$ cat config.mk
export PLATFORM = sky130hd
export DESIGN_NAME = clkmon_top
export DESIGN_NICKNAME = d
export VERILOG_FILES = /design/src/rtl/clkmon_pkg.sv /design/src/rtl/clkmon_sync.sv /design/src/rtl/clkmon_osc_watch.sv /design/src/rtl/clkmon_pll_watch.sv /design/src/rtl/clkmon_unlock_win.sv /design/src/rtl/clkmon_ctrl_reg.sv /design/src/rtl/clkmon_top.sv
export SDC_FILE = /design/constraint.sdc
export NUM_CORES = 1
export LEC_CHECK = 0
export ABC_AREA = 1
export BUFFER_PORTS_ARGS = -buffer_cell sky130_fd_sc_hd__buf_2
export CAP_MARGIN = 20
export CORE_ASPECT_RATIO = 0.75
export CORE_MARGIN = 3
export CORE_UTILIZATION = 40
export DETAILED_ROUTE_END_ITERATION = 16
export SYNTH_ARGS = -nofsm -noshare
export SYNTH_HDL_FRONTEND = slang
export SYNTH_SLANG_ARGS = --single-unit
$ cat constraint.sdc
create_clock -name ref_clk -period 1.2 [get_ports ref_clk]
set_input_delay 0.18 -clock ref_clk [delete_from_list [all_inputs] [get_ports ref_clk]]
set_output_delay 0.18 -clock ref_clk [all_outputs]
set_load 0.005 [all_outputs]
$ cat src/rtl/clkmon_pkg.sv
package clkmon_pkg;

  // Bit positions inside the 8-bit control/status register
  localparam int BIT_OSC_EN   = 0;
  localparam int BIT_OSC_FLAG = 1;
  localparam int BIT_PLL_EN   = 2;
  localparam int BIT_PLL_FLAG = 3;
  localparam int REG_W        = 8;

  typedef struct packed {
    logic pll_flag;  // bit 3
    logic pll_en;    // bit 2
    logic osc_flag;  // bit 1
    logic osc_en;    // bit 0
  } ctl_t;

  // Sticky flag update: a hardware event beats a software clear
  function automatic logic flag_next(logic cur, logic evt, logic clr);
    return evt | (cur & ~clr);
  endfunction

  // Write-once enable: only ever goes from 0 to 1
  function automatic logic en_next(logic cur, logic set_req);
    return cur | set_req;
  endfunction

  // Read view with reserved upper nibble forced to zero
  function automatic logic [REG_W-1:0] pack_view(ctl_t c);
    return {4'b0000, c};
  endfunction

  // Interrupt request from the register contents
  function automatic logic nmi_of(ctl_t c);
    return (c.osc_flag & c.osc_en) | (c.pll_flag & c.pll_en);
  endfunction

endpackage

$ cat src/rtl/clkmon_sync.sv
module clkmon_sync #(
  parameter int STAGES = 2
) (
  input  logic clk,
  input  logic rst_n,
  input  logic d,
  output logic q
);
  logic [STAGES-1:0] chain;

  generate
    if (STAGES == 1) begin : g_single
      always_ff @(posedge clk or negedge rst_n) begin
        if (!rst_n) chain <= '0;
        else        chain <= d;
      end
    end else begin : g_multi
      always_ff @(posedge clk or negedge rst_n) begin
        if (!rst_n) chain <= '0;
        else        chain <= {chain[STAGES-2:0], d};
      end
    end
  endgenerate

  assign q = chain[STAGES-1];
endmodule

$ cat src/rtl/clkmon_osc_watch.sv
module clkmon_osc_watch #(
  parameter int TIMEOUT     = 32,
  parameter int SYNC_STAGES = 2
) (
  input  logic clk,
  input  logic rst_n,
  input  logic enable,
  input  logic ext_clk,
  output logic fail_evt
);
  localparam int CW = $clog2(TIMEOUT + 1);
  localparam logic [CW-1:0] LAST = CW'(TIMEOUT - 1);

  logic          ext_s;
  logic          ext_prev;
  logic          rise;
  logic [CW-1:0] quiet_cnt;

  clkmon_sync #(.STAGES(SYNC_STAGES)) u_sync (
    .clk  (clk),
    .rst_n(rst_n),
    .d    (ext_clk),
    .q    (ext_s)
  );

  always_ff @(posedge clk or negedge rst_n) begin
    if (!rst_n) ext_prev <= 1'b0;
    else        ext_prev <= ext_s;
  end

  assign rise     = ext_s & ~ext_prev;
  assign fail_evt = enable & ~rise & (quiet_cnt == LAST);

  // Counts reference cycles since the last seen rising edge
  always_ff @(posedge clk or negedge rst_n) begin
    if (!rst_n)                quiet_cnt <= '0;
    else if (!enable)          quiet_cnt <= '0;
    else if (rise || fail_evt) quiet_cnt <= '0;
    else                       quiet_cnt <= quiet_cnt + CW'(1);
  end
endmodule

$ cat src/rtl/clkmon_pll_watch.sv
module clkmon_pll_watch #(
  parameter int SYNC_STAGES = 2
) (
  input  logic clk,
  input  logic rst_n,
  input  logic enable,
  input  logic pll_locked,
  output logic loss_evt
);
  logic lock_s;
  logic lock_prev;

  clkmon_sync #(.STAGES(SYNC_STAGES)) u_sync (
    .clk  (clk),
    .rst_n(rst_n),
    .d    (pll_locked),
    .q    (lock_s)
  );

  always_ff @(posedge clk or negedge rst_n) begin
    if (!rst_n) lock_prev <= 1'b0;
    else        lock_prev <= lock_s;
  end

  assign loss_evt = enable & lock_prev & ~lock_s;
endmodule

$ cat src/rtl/clkmon_unlock_win.sv
module clkmon_unlock_win #(
  parameter int WINDOW = 4
) (
  input  logic clk,
  input  logic rst_n,
  input  logic unlock,
  output logic win_open
);
  localparam int CW = $clog2(WINDOW + 1);

  logic [CW-1:0] left;

  always_ff @(posedge clk or negedge rst_n) begin
    if (!rst_n)          left <= '0;
    else if (unlock)     left <= CW'(WINDOW);
    else if (left != '0) left <= left - CW'(1);
  end

  assign win_open = (left != '0);
endmodule

$ cat src/rtl/clkmon_ctrl_reg.sv
module clkmon_ctrl_reg
  import clkmon_pkg::*;
(
  input  logic       clk,
  input  logic       rst_n,
  input  logic       wr_en,
  input  logic [3:0] wr_low,
  input  logic       win_open,
  input  logic       osc_evt,
  input  logic       pll_evt,
  output ctl_t       ctl
);
  logic osc_clr, pll_clr, osc_set, pll_set;

  assign osc_clr = wr_en & wr_low[BIT_OSC_FLAG];
  assign pll_clr = wr_en & wr_low[BIT_PLL_FLAG];
  assign osc_set = wr_en & win_open & wr_low[BIT_OSC_EN];
  assign pll_set = wr_en & win_open & wr_low[BIT_PLL_EN];

  always_ff @(posedge clk or negedge rst_n) begin
    if (!rst_n) begin
      ctl <= '0;
    end else begin
      ctl.osc_en   <= en_next(ctl.osc_en, osc_set);
      ctl.pll_en   <= en_next(ctl.pll_en, pll_set);
      ctl.osc_flag <= flag_next(ctl.osc_flag, osc_evt, osc_clr);
      ctl.pll_flag <= flag_next(ctl.pll_flag, pll_evt, pll_clr);
    end
  end
endmodule

$ cat src/rtl/clkmon_top.sv
module clkmon_top
  import clkmon_pkg::*;
#(
  parameter int TIMEOUT     = 32,
  parameter int WINDOW      = 4,
  parameter int SYNC_STAGES = 2
) (
  input  logic       ref_clk,
  input  logic       rst_n,
  input  logic       wr_en,
  input  logic [7:0] wr_data,
  output logic [7:0] rd_data,
  input  logic       ext_clk,
  input  logic       pll_locked,
  input  logic       unlock,
  output logic       nmi
);
  ctl_t ctl;
  logic win_open;
  logic osc_evt;
  logic pll_evt;
  logic wr_rsv_unused;

  assign wr_rsv_unused = ^wr_data[7:4];

  clkmon_unlock_win #(.WINDOW(WINDOW)) u_win (
    .clk     (ref_clk),
    .rst_n   (rst_n),
    .unlock  (unlock),
    .win_open(win_open)
  );

  clkmon_osc_watch #(.TIMEOUT(TIMEOUT), .SYNC_STAGES(SYNC_STAGES)) u_osc (
    .clk     (ref_clk),
    .rst_n   (rst_n),
    .enable  (ctl.osc_en),
    .ext_clk (ext_clk),
    .fail_evt(osc_evt)
  );

  clkmon_pll_watch #(.SYNC_STAGES(SYNC_STAGES)) u_pll (
    .clk       (ref_clk),
    .rst_n     (rst_n),
    .enable    (ctl.pll_en),
    .pll_locked(pll_locked),
    .loss_evt  (pll_evt)
  );

  clkmon_ctrl_reg u_reg (
    .clk     (ref_clk),
    .rst_n   (rst_n),
    .wr_en   (wr_en),
    .wr_low  (wr_data[3:0]),
    .win_open(win_open),
    .osc_evt (osc_evt),
    .pll_evt (pll_evt),
    .ctl     (ctl)
  );

  assign rd_data = pack_view(ctl);
  assign nmi     = nmi_of(ctl);
endmodule

# Word-level counts from Yosys, hierarchy flattened
# Cells that the tools add are included.
[word_totals]
latch_bits = 0
reg_bits = 19
mem_count = 0
ram_bits = 0
word_cells = 44
romBits = 0
output_inout_bits = 9
[classes]
eq_ne = 1
bitwise = 24
n_reduce_logical = 3
div = 0
muxes = 4
order_cmp = 0
shift = 0
n_mul = 0
addsub = 2
[op_table]
columns = ["operator", "count"]
rows = [
  ["1-bit AND", 14],
  ["6-bit two-way mux", 2],
  ["6-bit by 1-bit adder with 6-bit output, second input constant", 1],
  ["6-bit by 5-bit equality test with 1-bit output, second input constant", 1],
  ["3-bit two-way mux", 2],
  ["1-bit NOT", 5],
  ["1-bit bitwise OR", 5],
  ["3-bit nonzero test", 1],
  ["3-bit by 1-bit subtractor with 3-bit output, second input constant", 1],
  ["2-bit nonzero test", 1],
  ["1-bit logical OR", 1],
]

# Longest topological paths before layout
# Gate-level depths: netlist of run 1.
[logic_depth]
depth_word = 8
ltp_mapped = 6
depth_no_buf = 6

# Hierarchy
# Synthesis of run 1 repeated with hierarchy kept, for this count alone.
[hier_totals]
cells_unflattened = 98
area_unflattened_um2 = 875.8
[by_module_without_submodules]
columns = ["mod", "cells_per_inst", "seq_area_each_um2", "n_inst", "area_per_inst_um2"]
rows = [
  ["clkmon_osc_watch", 43, 175.2, 1, 366.6],
  ["clkmon_unlock_win", 22, 75.1, 1, 173.9],
  ["clkmon_ctrl_reg", 18, 100.1, 1, 155.1],
  ["clkmon_sync", 2, 50.0, 2, 50.0],
  ["clkmon_top", 8, 0.0, 1, 45.0],
  ["clkmon_pll_watch", 3, 25.0, 1, 35.0],
]

# Least setup slack after synthesis of run 1
# No wires, ideal clock.
[synth_path]
kind = "register to register"
startpoint = "register u_osc.quiet_cnt[0]"
endpoint = "register u_osc.quiet_cnt[2]"
t_required_ns = 1.079
path_stages_with_launch = 7
arrival_time_ns = 0.939
synth_period_minus_slack_ns = 1.060
setup_ns = 0.121
setup_slack_ns = 0.140
cell_sequence = "dfrtp_1 -> ha_1 -> nand2_1 -> nor2_1 -> nand3_2 -> nand2_2 -> nor2_1"
[synth_via]
elab_chain_len = 5
elab_cells_between_ends = 6
cone_classes = "1 x add/sub; 1 x eq/ne; 2 x mux; 1 x bitwise; 1 x reduce/logical"
[synth_rtl]
columns = ["element", "line", "source"]
rows = [
  ["from (decl)", "clkmon_osc_watch.sv:17", "logic [CW-1:0] quiet_cnt;"],
  ["from (signal assigned)", "clkmon_osc_watch.sv:39", "else quiet_cnt <= quiet_cnt + CW'(1);"],
  ["branches (longest 3 deep; another with 6-bit by 1-bit adder with 6-bit output)", "--", ""],
  ["6-bit two-way mux (*)", "clkmon_osc_watch.sv:38", "else if (rise || fail_evt) quiet_cnt <= '0;"],
  ["6-bit two-way mux (*)", "clkmon_osc_watch.sv:37", "else if (!enable) quiet_cnt <= '0;"],
]
# Mark *: on every way between the ends.
# A chain may end at the register's enable or synchronous reset.

# Worst setup path in the final report of run 1
[layout_path]
startpoint = "register u_reg.ctl[0] (netlist name)"
endpoint = "output nmi"
[layout_via]
elab_chain_len = 2
[layout_rtl]
columns = ["element", "line", "source"]
rows = [
  ["1-bit AND", "clkmon_pkg.sv:34", "return (c.osc_flag & c.osc_en) | (c.pll_flag & c.pll_en);"],
  ["1-bit bitwise OR", "clkmon_pkg.sv:34", ""],
  ["to (decl)", "clkmon_top.sv:16", "output logic nmi"],
]
# No other way between the ends.

==> results of run 1 <==
-- timing repair --
| action | 4_1_cts | 5_1_grt |
|---|---|---|
| setup buffers | 3 | 4 |
| endpoints found under the setup margin | 1 | 8 |
| pin swaps | 0 | 8 |
| resized for setup | 0 | 9 |
| endpoints found under the hold margin | 21 | 0 |
| hold buffers | 3 | 0 |
-- power by group --
part           switching (mW)  total, mW  internal, mW  leakage (nW)
combinational           0.213      0.422         0.209         0.290
sequential             0.0886      0.832         0.744         0.227
clock                   0.174      0.303         0.129        0.0150
-- synth_stat cells --
cell and n:
nand2_2 1, nand3_1 8, a22o_2 1, nor2_1 6, conb_1 1, a21oi_1 3, nand2_1 17, buf_4 6
o21ai_0 4, ha_1 3, o21ai_1 1, nand3_2 1, a31o_2 1, inv_1 12, a21oi_4 1, o21bai_1 1
xnor2_1 1, dfrtp_1 19, inv_2 1
-- routing by layer --
metal | GRT usage (%) | vias to the layer above | wire length [um]
met3 | 5.95 | 2 | 121
met5 | 0 | - | 0
met2 | 15.6 | 23 | 575
met4 | 4.07 | 0 | 12
met1 | 15.9 | 281 | 720
li1 | - | 324 | -
-- layout make-up --
type                    instances  area, um2
well taps                      22       27.5
inverters                      13       48.8
clock buffers                   4       26.3
multi-input cells              53        307
repair buffers                 25        160
flip-flops and latches         19        475
fillers                       168        810
-- sequential cells by signal (all words and copies together) (netlist names) --
name                cells
u_osc.quiet_cnt         6
u_reg.ctl               4
u_win.left              3
u_osc.u_sync.chain      2
u_pll.u_sync.chain      2
u_osc.ext_prev          1
u_pll.lock_prev         1
-- stage by stage --
stage               cell area (um2)  cells
global route                   1040    136
global placement                916    122
finish                         1040    136
floorplan                       856     91
CTS                             995    132
detailed placement              916    122
-- worst min-delay path: stages --
cell and delay, ps:
buf_2 80, nand3_1 70, nand2_1 60
-- worst max path at each step --
| stage | slack, ps | depth (start not counted) | start | endpoint |
|---|---|---|---|---|
| 2_1_floorplan | 140 | 6 | u_osc.quiet_cnt[0] | u_osc.quiet_cnt[2] |
| 3_3_place_gp | 70 | 6 | u_osc.quiet_cnt[0] | u_osc.quiet_cnt[2] |
| 3_5_place_dp | 60 | 6 | u_osc.quiet_cnt[0] | u_osc.quiet_cnt[2] |
| 4_1_cts | -30 | 2 | u_reg.ctl[1] | nmi |
| 5_1_grt | -70 | 2 | u_reg.ctl[0] | nmi |
| 6_report | -30 | 2 | u_reg.ctl[0] | nmi |
-- kinds of logic after synthesis --
logic type / Yosys count / synth area share (%)
XOR/XNOR: 1 / 1.04
other: 1 / 0.444
flip-flops: 19 / 56.3
buffers and inverters: 19 / 11.1
AO/OA/AOI/OAI: 12 / 9.78
AND/OR/NAND/NOR: 33 / 16.9
adder cells (fa/ha/maj): 3 / 4.44
==> reports/results.txt, run 1 <==
Outcome -> complete, but fails checks
Failing checks -> setup timing
Cell Area, Synth -> 845 um2
Pwr Total -> 1.56 mW
Final setup skew -> 7.53 ps
CP Launch Type -> flip-flop
Overflow after GRT -> 0
DRC viols -> 0
Fin. max-slew vios -> 0
Mapped Cells -> 88
Seq/Total Area, Yosys -> 56.3%
Final setup viols -> 1
CP required -> 1020 ps
Clock Latency Late Sink -> 290 ps
CTS buffer count -> 3
Initial DRC count -> 23
Clk root buf -> clkbuf_4
CTS tree -> done
Delay-heaviest family, CP -> flip-flops
Register bit count reported by yosys -> 19
H-tree depth -> 1
First-pass GRT wire length -> 2.21 mm
Cell taking the most area after synthesis -> dfrtp_1
Row count -> 13
Detail-routed net length per standard cell -> 10.5 um
Flop2flop setup slack -> 50 ps
Hold path cells -> 3
GPL Wtd Cong -> 0.825
Hold Vio Cnt, Final -> 0
Post-route ant nets -> 0
Crit-path slowest cell -> dfrtp_1
Final hold slack -> 121 ps
# IOs -> 23
Max clock buf depth -> 2
Final HPWL DP -> 1.01 mm
DR vias -> 630
Crit path max fanout -> 2
Chip width -> 59.1 um
Yosys top cell area share -> 56.3%
CTS sink count -> 19
Pwr dens -> 1490 mW/mm2
Core Box Area -> 0.00185 mm2
Most frequent cells in the layout -> dfrtp_1 (19), nand2_1 (15), buf_2 (14)
Leakage -> 0.532 nW
Layout cells sized above 1 -> 33.3%
Area contributors post-synth -> dfrtp_1 (56%), nand2_1 (7.6%), buf_4 (5.3%)
Final min period -> 1230 ps
Worst setup EP type -> output port
Die area -> 0.00270 mm2
Initial Utilization -> 45.5%
Pre-Repair DR Iteration Count -> 4
Period utilization -> 102%
Worst Slack Setup Final -> -29.1 ps
Fmax -> 0.814 GHz
Largest net degree at the start of global routing -> 20
Vias per inst -> 4.63
Hold Crit Class -> in2reg
Synth cell types -> 19
Worst reg-to-reg path cell count -> 6
Final #Nets -> 132
Unrepaired setup endpoints after global routing -> yes
Syn avg cell area -> 9.60 um2
Post-Route Setup TNS -> -29.1 ps
Crit Reg-Reg Endpoint -> u_osc.quiet_cnt[2]
Critical path class -> reg2out
Max-cap violation count -> 0
Total GRT Usage -> 11.6%
Die height -> 45.8 um
Final core utilization -> 56.3%
Max incr delay on CP -> 390 ps
Buffers plus inverters on the worst setup path -> 1
Pre-CTS setup slack -> 60.1 ps
Port-buffer cells -> 14
Clk pin slew, worst setup/hold paths -> 100 ps
Initial antenna violation count -> 0
Layout area overhead -> 23.7%
Hold Path Origin -> wr_data[0]
VDD IR-drop max -> 0.913 mV
R2R Path Start -> u_osc.quiet_cnt[0]
Drt total wl -> 1.43 mm
Hold Path Sink -> u_reg.ctl[0]
Commonest non-fill, non-tap cell in the layout -> dfrtp_1
Worst path cell trace -> a22o_2 -> buf_2
Yosys warns -> 0
WP data arrival -> 1050 ps
Ant. Diodes -> 0
Vias in the first global route -> 530
Note: power is estimated with default switching activity, not from simulation.
==> run 2, diff against run 1 <==
CORE_UTILIZATION = 25   (was 40)
==> reports/results.txt, run 2 (synthesized netlist as in run 1, its figures left out) <==
Most frequent cells in the layout -> dfrtp_1 (19), nand2_1 (15), buf_2 (14) (unchanged)
Layout area overhead -> 27.0% (was 23.7%)
Critical path class -> reg2out (unchanged)
Die area -> 0.00412 mm2 (was 0.00270 mm2)
Final min period -> 1180 ps (was 1230 ps)
Max-cap violation count -> 0 (unchanged)
Period utilization -> 98.5% (was 102%)
Final #Nets -> 132 (unchanged)
Post-route ant nets -> 0 (unchanged)
Crit-path slowest cell -> dfrtp_1 (unchanged)
Vias per inst -> 4.13 (was 4.63)
DR vias -> 627 (was 630)
Drt total wl -> 1.60 mm (was 1.43 mm)
Ant. Diodes -> 0 (unchanged)
Total GRT Usage -> 7.91% (was 11.6%)
Flop2flop setup slack -> 40 ps (was 50 ps)
Delay-heaviest family, CP -> flip-flops (unchanged)
R2R Path Start -> u_osc.quiet_cnt[1] (was u_osc.quiet_cnt[0])
Clk root buf -> clkbuf_8 (was clkbuf_4)
Pre-Repair DR Iteration Count -> 4 (unchanged)
Final HPWL DP -> 1.15 mm (was 1.01 mm)
Hold Crit Class -> in2reg (unchanged)
Final instance area -> 0.00107 mm2 (was 0.00104 mm2)
Fin. max-slew vios -> 0 (unchanged)
Die height -> 56.3 um (was 45.8 um)
Largest regs -> u_osc.quiet_cnt x6, u_reg.ctl x4, u_win.left x3 (unchanged)
Unrepaired setup endpoints after global routing -> yes (unchanged)
First-pass GRT wire length -> 2.44 mm (was 2.21 mm)
Commonest non-fill, non-tap cell in the layout -> dfrtp_1 (unchanged)
Max incr delay on CP -> 380 ps (was 390 ps)
Worst Setup SP -> u_reg.ctl[0] (unchanged)
Clock Latency Late Sink -> 260 ps (was 290 ps)
Hold Vio Cnt, Final -> 0 (unchanged)
Initial Utilization -> 27.4% (was 45.5%)
Clk pin slew, worst setup/hold paths -> 70 ps (was 100 ps)
Overflow after GRT -> 0 (unchanged)
Initial antenna violation count -> 0 (unchanged)
CP required -> 1020 ps (about the same)
Pwr dens -> 1560 mW/mm2 (was 1490 mW/mm2)
VDD IR-drop max -> 0.645 mV (was 0.913 mV)
CTS buffer count -> 3 (unchanged)
Max clock buf depth -> 2 (unchanged)
Port-buffer cells -> 14 (unchanged)
Number of flip-flops in the largest register -> 6 (unchanged)
Initial DRC count -> 75 (was 23)
Placed Instance Area -> 936 um2 (was 916 um2)
Hold Path Origin -> ext_clk (was wr_data[0])
Layout cells sized above 1 -> 34.2% (was 33.3%)
Sequential cell area -> 475 um2 (unchanged)
Buffers plus inverters on the worst setup path -> 1 (unchanged)
Worst path cell trace -> a22o_2 -> buf_2 (unchanged)
Leakage -> 0.544 nW (was 0.532 nW)
H-tree depth -> 1 (unchanged)
Final setup viols -> 0 (was 1)
Final hold slack -> 30.8 ps (was 121 ps)
Crit path max fanout -> 2 (unchanged)
GPL Wtd Cong -> 0.781 (was 0.825)
Detail-routed net length per standard cell -> 10.5 um (about the same)
CTS tree -> done (unchanged)
Largest net degree at the start of global routing -> 20 (unchanged)
# IOs -> 23 (unchanged)
Fillers -> 301 (was 168)
Multi-input gate area -> 299 um2 (was 307 um2)
Most flops, register -> u_osc.quiet_cnt (unchanged)
Worst setup EP type -> output port (unchanged)
Vias in the first global route -> 580 (was 530)
Outcome -> completed (was complete, but fails checks)
WP data arrival -> 1000 ps (was 1050 ps)
DRC viols -> 0 (unchanged)
Fmax -> 0.846 GHz (was 0.814 GHz)
Final core utilization -> 34.8% (was 56.3%)
Final setup skew -> 6.73 ps (was 7.53 ps)
CTS sink count -> 19 (unchanged)
Chip width -> 73.1 um (was 59.1 um)
Core Box Area -> 0.00308 mm2 (was 0.00185 mm2)
CP Launch Type -> flip-flop (unchanged)
Row count -> 17 (was 13)
[run 2: cell types whose count changed in the layout (fill, tap and decap cells not counted), sizes merged]
cell / change
clkbuf: -1
dlygate4sd3: -2
buf: +2
clkinv: +1
[run 2: per-layer routing]
layer	global-route usage, %	vias to the layer above	part of all wire [%]
met4	3.16	0	0.88
met3	3.22	2	6.3
li1	-	317	-
met2	11.8	20	48
met5	0	-	0
met1	10.0	288	45
[run 2: final timing paths]
path                                    endpoint  cells past startpoint
setup / recovery                             nmi                      2
hold / removal             u_osc.u_sync.chain[0]                      1
setup reg to reg              u_osc.quiet_cnt[2]                      5
hold reg to reg            u_pll.u_sync.chain[1]                      0
max in group asynchronous        u_pll.lock_prev                      2
min in group asynchronous          u_win.left[2]                      2
[run 2: final cells by class]
class                      instances  share of cell area, %
sequential                        19                   44.3
multi-input combinational         53                   27.9
timing repair buffer              25                   14.5
inverter                          13                   4.55
tap                               38                   4.43
clock buffer                       3                   3.85
clock inverter                     1                  0.467
[run 2: where the power goes]
part | switching (mW) | internal (mW) | leakage (nW) | total, mW
Clock | 0.206 | 0.231 | 0.0255 | 0.436
Combinational | 0.206 | 0.193 | 0.291 | 0.399
Sequential | 0.0954 | 0.744 | 0.227 | 0.840
[run 2: per-stage QoR]
| step | TNS, ps | cells | setup WS (ps) | total power, mW |
|---|---|---|---|---|
| floorplan | 0 | 91 | 140 | 1.07 |
| global placement | 0 | 138 | 83.1 | 1.14 |
| detailed placement | 0 | 138 | 51.4 | 1.17 |
| CTS | 0 | 148 | 10.2 | 1.63 |
| global route | -194 | 152 | -39.4 | 1.81 |
| finish | 0 | 152 | 17.5 | 1.68 |
[run 2: what timing repair did]
action | 4_1_cts | 5_1_grt
endpoints found under the hold margin | 19 | 0
pin swaps | 0 | 5
gates resized for setup | 0 | 6
hold buffers | 1 | 0
setup endpoints to repair | 1 | 8
buffers inserted | 5 | 4
